## config.mk

```make
export PLATFORM = sky130hd
export DESIGN_NAME = fwd_unit
export DESIGN_NICKNAME = d
export VERILOG_FILES = /design/src/rtl/fwd_pkg.sv /design/src/rtl/fwd_producer_match.sv /design/src/rtl/fwd_sel_arbiter.sv /design/src/rtl/fwd_opnd_mux.sv /design/src/rtl/fwd_unit.sv
export SDC_FILE = /design/constraint.sdc
export NUM_CORES = 1
export LEC_CHECK = 0
export ABC_AREA = 1
export CORE_AREA = 2 2 89 91
export DETAILED_ROUTE_END_ITERATION = 10
export DIE_AREA = 0 0 91 93
export PLACE_DENSITY = 0.8
export SLEW_MARGIN = 20
export SYNTH_ARGS = -nofsm -noshare
export SYNTH_HDL_FRONTEND = slang
export SYNTH_SLANG_ARGS = --single-unit
```

## constraint.sdc

```tcl
create_clock -name vclk -period 1.5
set_input_delay 0.3 -clock vclk [all_inputs]
set_output_delay 0.3 -clock vclk [all_outputs]
set_load 0.01 [all_outputs]
```

## src/rtl/fwd_pkg.sv

```systemverilog
package fwd_pkg;

  // Operand source code: the encoding is seen at the block's ports.
  typedef enum logic [1:0] {
    SRC_RF  = 2'b00,
    SRC_WB  = 2'b01,
    SRC_MEM = 2'b10
  } fwd_src_e;

  localparam int unsigned NUM_OPND = 2;

endpackage

```

## src/rtl/fwd_producer_match.sv

```systemverilog
module fwd_producer_match #(
  parameter int unsigned REG_W = 5
) (
  input  logic             wr_en_i,
  input  logic [REG_W-1:0] dst_i,
  input  logic [REG_W-1:0] src_i,
  output logic             hit_o
);

  localparam logic [REG_W-1:0] ZERO_REG = '0;

  logic dst_live;
  logic num_eq;

  always_comb begin
    dst_live = wr_en_i && (dst_i != ZERO_REG);
    num_eq   = (dst_i == src_i);
    hit_o    = dst_live && num_eq;
  end

endmodule

```

## src/rtl/fwd_sel_arbiter.sv

```systemverilog
module fwd_sel_arbiter
  import fwd_pkg::*;
(
  input  logic     mem_hit_i,
  input  logic     wb_hit_i,
  output fwd_src_e sel_o
);

  always_comb begin
    if (mem_hit_i) begin
      sel_o = SRC_MEM;
    end else if (wb_hit_i) begin
      sel_o = SRC_WB;
    end else begin
      sel_o = SRC_RF;
    end
  end

endmodule

```

## src/rtl/fwd_opnd_mux.sv

```systemverilog
module fwd_opnd_mux
  import fwd_pkg::*;
#(
  parameter int unsigned DATA_W = 32
) (
  input  fwd_src_e          sel_i,
  input  logic [DATA_W-1:0] rf_val_i,
  input  logic [DATA_W-1:0] mem_val_i,
  input  logic [DATA_W-1:0] wb_val_i,
  output logic [DATA_W-1:0] opnd_o
);

  always_comb begin
    unique case (sel_i)
      SRC_MEM: opnd_o = mem_val_i;
      SRC_WB:  opnd_o = wb_val_i;
      default: opnd_o = rf_val_i;
    endcase
  end

endmodule

```

## src/rtl/fwd_unit.sv

```systemverilog
module fwd_unit
  import fwd_pkg::*;
#(
  parameter int unsigned REG_W  = 5,
  parameter int unsigned DATA_W = 32
) (
  input  logic [REG_W-1:0]  ex_rs_i,
  input  logic [REG_W-1:0]  ex_rt_i,
  input  logic [DATA_W-1:0] ex_rs_val_i,
  input  logic [DATA_W-1:0] ex_rt_val_i,
  input  logic              mem_wr_i,
  input  logic [REG_W-1:0]  mem_rd_i,
  input  logic [DATA_W-1:0] mem_res_i,
  input  logic              wb_wr_i,
  input  logic [REG_W-1:0]  wb_rd_i,
  input  logic [DATA_W-1:0] wb_res_i,
  output logic [1:0]        sel_a_o,
  output logic [1:0]        sel_b_o,
  output logic [DATA_W-1:0] opnd_a_o,
  output logic [DATA_W-1:0] opnd_b_o
);

  // Index 0 is operand A (first source), index 1 is operand B (second source).
  logic [REG_W-1:0]  src_num [NUM_OPND];
  logic [DATA_W-1:0] rf_val  [NUM_OPND];
  logic [DATA_W-1:0] opnd    [NUM_OPND];
  fwd_src_e          sel     [NUM_OPND];
  logic              mem_hit [NUM_OPND];
  logic              wb_hit  [NUM_OPND];

  always_comb begin
    src_num[0] = ex_rs_i;
    src_num[1] = ex_rt_i;
    rf_val[0]  = ex_rs_val_i;
    rf_val[1]  = ex_rt_val_i;
  end

  for (genvar g = 0; g < NUM_OPND; g++) begin : g_opnd
    fwd_producer_match #(.REG_W(REG_W)) u_mem_match (
      .wr_en_i (mem_wr_i),
      .dst_i   (mem_rd_i),
      .src_i   (src_num[g]),
      .hit_o   (mem_hit[g])
    );

    fwd_producer_match #(.REG_W(REG_W)) u_wb_match (
      .wr_en_i (wb_wr_i),
      .dst_i   (wb_rd_i),
      .src_i   (src_num[g]),
      .hit_o   (wb_hit[g])
    );

    fwd_sel_arbiter u_arb (
      .mem_hit_i (mem_hit[g]),
      .wb_hit_i  (wb_hit[g]),
      .sel_o     (sel[g])
    );

    fwd_opnd_mux #(.DATA_W(DATA_W)) u_mux (
      .sel_i     (sel[g]),
      .rf_val_i  (rf_val[g]),
      .mem_val_i (mem_res_i),
      .wb_val_i  (wb_res_i),
      .opnd_o    (opnd[g])
    );
  end

  always_comb begin
    sel_a_o  = sel[0];
    sel_b_o  = sel[1];
    opnd_a_o = opnd[0];
    opnd_b_o = opnd[1];
  end

endmodule

```

# After elaboration in Yosys (flattened, before gate mapping)

Index checks and enable logic that the tools add are counted.

Register bits after elaboration: 0
Input port bits: 150
Output and inout port bits: 68
Logic and storage cells: 22

Eq/ne operators: 8
Multiplexer cells: 6
Reductions and logical operators: 8

Operators by type and width:

| operator                                            | count |
|---|---|
| case mux 32 bit (2 select lines)                    | 2 |
| equality test 5 bit                                 | 4 |
| nonzero test 5 bit                                  | 2 |
| logical AND 1 bit                                   | 6 |
| equality test 2 x 1 -> 1 bit, second input constant | 2 |
| equality test 2 bit, second input constant          | 2 |
| two-way mux 2 bit                                   | 2 |
| two-way mux 1 bit                                   | 2 |

# Longest topological paths before layout

Gate-level depths: netlist of run 1.

Word-level depth: 7
Gate-level depth with buffers: 10
Mapped depth without buffers: 9

# Hierarchy

From an unflattened synthesis of run 1, not the netlist that was laid out.

Cell total of the unflattened synthesis: 542
Area total of the unflattened synthesis: 2257.2 µm²

By module, submodules not included:

| module             | times used | cells each | area an instance (µm²) | seq. area each (µm²) |
|---|---|---|---|---|
| fwd_opnd_mux       | 2          | 210        | 878.3                  | 0.0 |
| fwd_producer_match | 4          | 29         | 116.4                  | 0.0 |
| fwd_sel_arbiter    | 2          | 3          | 17.5                   | 0.0 |

# Worst setup path after synthesis of run 1

OpenSTA, ideal clock, no wires.

Kind: input port to output port
Start point: in wb_rd_i[0]
End point: out opnd_a_o[11]
Data arrival time: 1.235 ns
Required time: 1.200 ns
Setup slack: -0.035 ns
Cell stages on the path: 9
Buffers on the path: 2
Cells stage by stage: buf_4 > nor2_1 > nand3_1 > nand2_2 > inv_2 > nand3_4 > buf_4 > nand3_1 > nand3_1

Word-level cells in the longest chain between the ends: 7
Elaborated cells on any way between the ends: 9
Classes of those cells: 3 x eq/ne; 3 x mux; 3 x reduce/logical

Ends and longest elaborated chain:

| item                                                                       | RTL line                 | RTL |
|---|---|---|
| start, declared                                                            | fwd_unit.sv:15           | `input logic [REG_W-1:0] wb_rd_i,` |
| nonzero test 5 bit                                                         | fwd_producer_match.sv:16 | `dst_live = wr_en_i && (dst_i != ZERO_REG);` |
| logical AND 1 bit                                                          | fwd_producer_match.sv:16 |  |
| logical AND 1 bit (*)                                                      | fwd_producer_match.sv:18 | `hit_o = dst_live && num_eq;` |
| two-way mux 1 bit (*)                                                      | fwd_sel_arbiter.sv:12    | `end else if (wb_hit_i) begin` |
| two-way mux 2 bit (*)                                                      | fwd_sel_arbiter.sv:10    | `if (mem_hit_i) begin` |
| equality test 2 x 1 -> 1 bit / equality test 2 bit (equally long branches) | fwd_opnd_mux.sv:14       | `unique case (sel_i)` |
| case mux 32 bit (2 select lines) (*)                                       | fwd_opnd_mux.sv:14       |  |
| end, declared                                                              | fwd_unit.sv:19           | `output logic [DATA_W-1:0] opnd_a_o,` |

Every way passes the cells marked *; elsewhere a longest branch is shown, timed or not.

# Worst setup path after layout of run 1

Start point: in wb_rd_i[3]
End point: out opnd_b_o[21]

Word-level cells in the longest chain between the ends: 7
Elaborated cells on any way between the ends: 9
Classes of those cells: 3 x eq/ne; 3 x mux; 3 x reduce/logical

Ends and longest elaborated chain:

| item                                                                       | RTL line                 | RTL |
|---|---|---|
| nonzero test 5 bit                                                         | fwd_producer_match.sv:16 |  |
| logical AND 1 bit                                                          | fwd_producer_match.sv:16 |  |
| logical AND 1 bit (*)                                                      | fwd_producer_match.sv:18 |  |
| two-way mux 1 bit (*)                                                      | fwd_sel_arbiter.sv:12    |  |
| two-way mux 2 bit (*)                                                      | fwd_sel_arbiter.sv:10    |  |
| equality test 2 x 1 -> 1 bit / equality test 2 bit (equally long branches) | fwd_opnd_mux.sv:14       |  |
| case mux 32 bit (2 select lines) (*)                                       | fwd_opnd_mux.sv:14       |  |
| end, declared                                                              | fwd_unit.sv:20           | `output logic [DATA_W-1:0] opnd_b_o` |

Marked as above.

==> results of run 1 <==
## kinds of logic after synthesis
kind of cell	count (synthesis)	share of synthesized area, %
buf+inv	52	16.56
xor+xnor	12	5.290
simple gates	326	78.15
## cell usage after synthesis
master,count
nand3_2,4
and2b_1,1
xor2_1,6
buf_6,10
inv_2,6
inv_1,11
nor2_2,4
nor2_4,2
nand2_1,105
nor2_1,12
nor2b_1,1
buf_4,11
nand3_4,2
nand2_2,1
nand3_1,194
buf_2,14
xnor2_1,6
## layout by cell type (no fill, tap or decap), types with 2 or more instances in the layout
cell type / n
buf_8: 12
nor2_2: 12
buf_4: 14
clkinv_4: 2
nor2_1: 2
buf_2: 3
nand2_4: 2
buf_6: 91
nand3_1: 18
clkbuf_16: 4
nand2_1: 77
buf_16: 14
inv_1: 6
inv_2: 5
nand3_4: 37
buf_12: 24
xor2_1: 6
nor2_4: 4
xnor2_2: 5
clkdlybuf4s50_1: 128
nand3_2: 145
nand2_2: 27
dlygate4sd2_1: 2
inv_4: 4
## worst max-delay path: stages
cell and delay [ps]:
buf_4 130, nor2_1 140, nand3_1 170, nand2_4 170, inv_4 60, nand3_4 150, buf_6 190, nand3_1 130
nand3_2 110, buf_6 100
## timing repair
| action | 4_1_cts | 5_1_grt |
|---|---|---|
| pin swaps | 92 | 47 |
| setup endpoints to repair | 68 | 68 |
| buffers inserted | 29 | 4 |
| cloned | 18 | 6 |
| resized for setup | 641 | 104 |
## path summary, 6_finish.rpt
path / cells after the start / end / startpoint
hold / removal: 4 / opnd_a_o[0] / ex_rs_val_i[0]
setup / recovery: 10 / opnd_b_o[21] / wb_rd_i[3]
## report_power, final
| part | switching (mW) | internal [mW] | total [mW] |
|---|---|---|---|
| Clock | 0 | 0 | 0 |
| Sequential | 0 | 0 | 0 |
| Combinational | 0.706 | 0.930 | 1.64 |
| Total | 0.706 | 0.930 | 1.64 |
## per-stage QoR
stage	setup TNS (ps)	instances
after global placement	-73550	699
after global routing	-32400	749
final	-27350	749
after CTS	-21920	743
after detailed placement	-76980	699
after floorplan	-670.9	390
## cell type report
type                       instances  share of cell area [%]
timing repair buffer             292                   52.93
multi-input combinational        338                   43.95
tap                              102                   1.882
inverter                          17                   1.236
## metal layers
| metal | vias up | routed length [microns] | track usage (%) |
|---|---|---|---|
| met1 | 2093 | 6339 | 40.12 |
| met3 | 127 | 1782 | 5.641 |
| met4 | 0 | 1465 | 14.39 |
| met5 | - | 0 | 0 |
| met2 | 387 | 9114 | 64.14 |
| li1 | 1853 | - | - |
==> impl_metrics.env, run 1 <==
export IMPL_ir_drop_v=0.0002044
export IMPL_power_leakage_nw=3.035
export IMPL_tightest_slew_ps=264.3
export IMPL_max_slew_margin_pct=82.33
export IMPL_power_per_cell_area_mw_per_mm2=241.3
export IMPL_critPathArrivalTime_ps=1690
export IMPL_grt_pass1_wl_microns=23740
export IMPL_start_util_pct=26.40
export IMPL_finalMaxSlewViolations=0
export IMPL_nClkBuffers=0
export IMPL_path_max_fanout=11
export IMPL_postRouteAntennaNets=0
export IMPL_chipHeight_microns=93
export IMPL_end_kind="output pin"
export IMPL_syn_inst=390
export IMPL_antenna_found_initial=0
export IMPL_coreArea_sq_mm=0.007527
export IMPL_path_class="primary input to output pin"
export IMPL_fillers=274
export IMPL_fmax_mhz=501.5
export IMPL_grt_pass1_vias=4317
export IMPL_ys_types=17
export IMPL_maxCapViolCount=0
export IMPL_hold_path_class="primary input to output pin"
export IMPL_syn_area_per_cell_sq_um=5.095
export IMPL_dieArea_sq_mm=0.008463
export IMPL_post_route_util_pct=90.09
export IMPL_dp_slack_ps=-1205
export IMPL_n_sequential_cell=0
export IMPL_seq_area_sq_um=0
export IMPL_track_usage_pct=34.91
export IMPL_failed_checks="setup timing"
export IMPL_status="finished with violations"
export IMPL_syn_nets=540
export IMPL_pin_count=218
export IMPL_drtIter0Drc=300
export IMPL_ctsHoldBuffers=0
export IMPL_start_kind="primary input"
export IMPL_post_route_period_util_pct=132.9
export IMPL_vias=4460
export IMPL_die_width_microns=91
export IMPL_syn2layout_area_growth_pct=241.3
export IMPL_hold_viol=0
export IMPL_hold_slack_ps=1283
export IMPL_grt_max_degree=24
export IMPL_yosysWarningCount=0
export IMPL_placed_area_sq_mm=0.004664
export IMPL_portBuffers=218
export IMPL_synth_seq_area_share_pct=0
export IMPL_period_needed_ps=1994
export IMPL_drive_above_1_share_pct=62.91
export IMPL_yosys_top_cells_area="nand3_1 49%, nand2_1 20%, buf_6 5.7%"
export IMPL_vias_per_cell=5.955
export IMPL_synth_top_area_cell="nand3_1"
export IMPL_drc=0
export IMPL_setup_violations=68
export IMPL_fin_total_pwr_mw=1.637
export IMPL_yosysTopAreaCellShare_pct=48.87
export IMPL_finalNetCount=799
export IMPL_overflow=0
export IMPL_wl_per_cell_microns=24.97
export IMPL_post_route_cell_area_sq_mm=0.006782
export IMPL_multi_input_area_sq_mm=0.002980
export IMPL_routed_wl_microns=18700
export IMPL_place_hpwl_microns=8954
export IMPL_place_congestion=0.9204
export IMPL_rows=32
export IMPL_fin_ws_ps=-494.0
export IMPL_synth_area_sq_mm=0.001987
export IMPL_antenna_cells=0
export IMPL_first_pass_iters=5
export IMPL_rsz0062_at_grt="true"
export IMPL_required_ps=1200
No activity file was read; power rests on OpenSTA's default activity.
==> run 2: changes to the inputs <==
--- a/config.mk
+++ b/config.mk
@@ -6,9 +6,11 @@
 export NUM_CORES = 1
 export LEC_CHECK = 0
 export ABC_AREA = 1
+export CAP_MARGIN = 30
 export CORE_AREA = 2 2 89 91
 export DETAILED_ROUTE_END_ITERATION = 10
 export DIE_AREA = 0 0 91 93
+export GPL_TIMING_DRIVEN = 1
 export PLACE_DENSITY = 0.8
 export SLEW_MARGIN = 20
 export SYNTH_ARGS = -nofsm -noshare
==> results of run 2 <==
Final layout, timing and power as in run 1 (identical DEF).
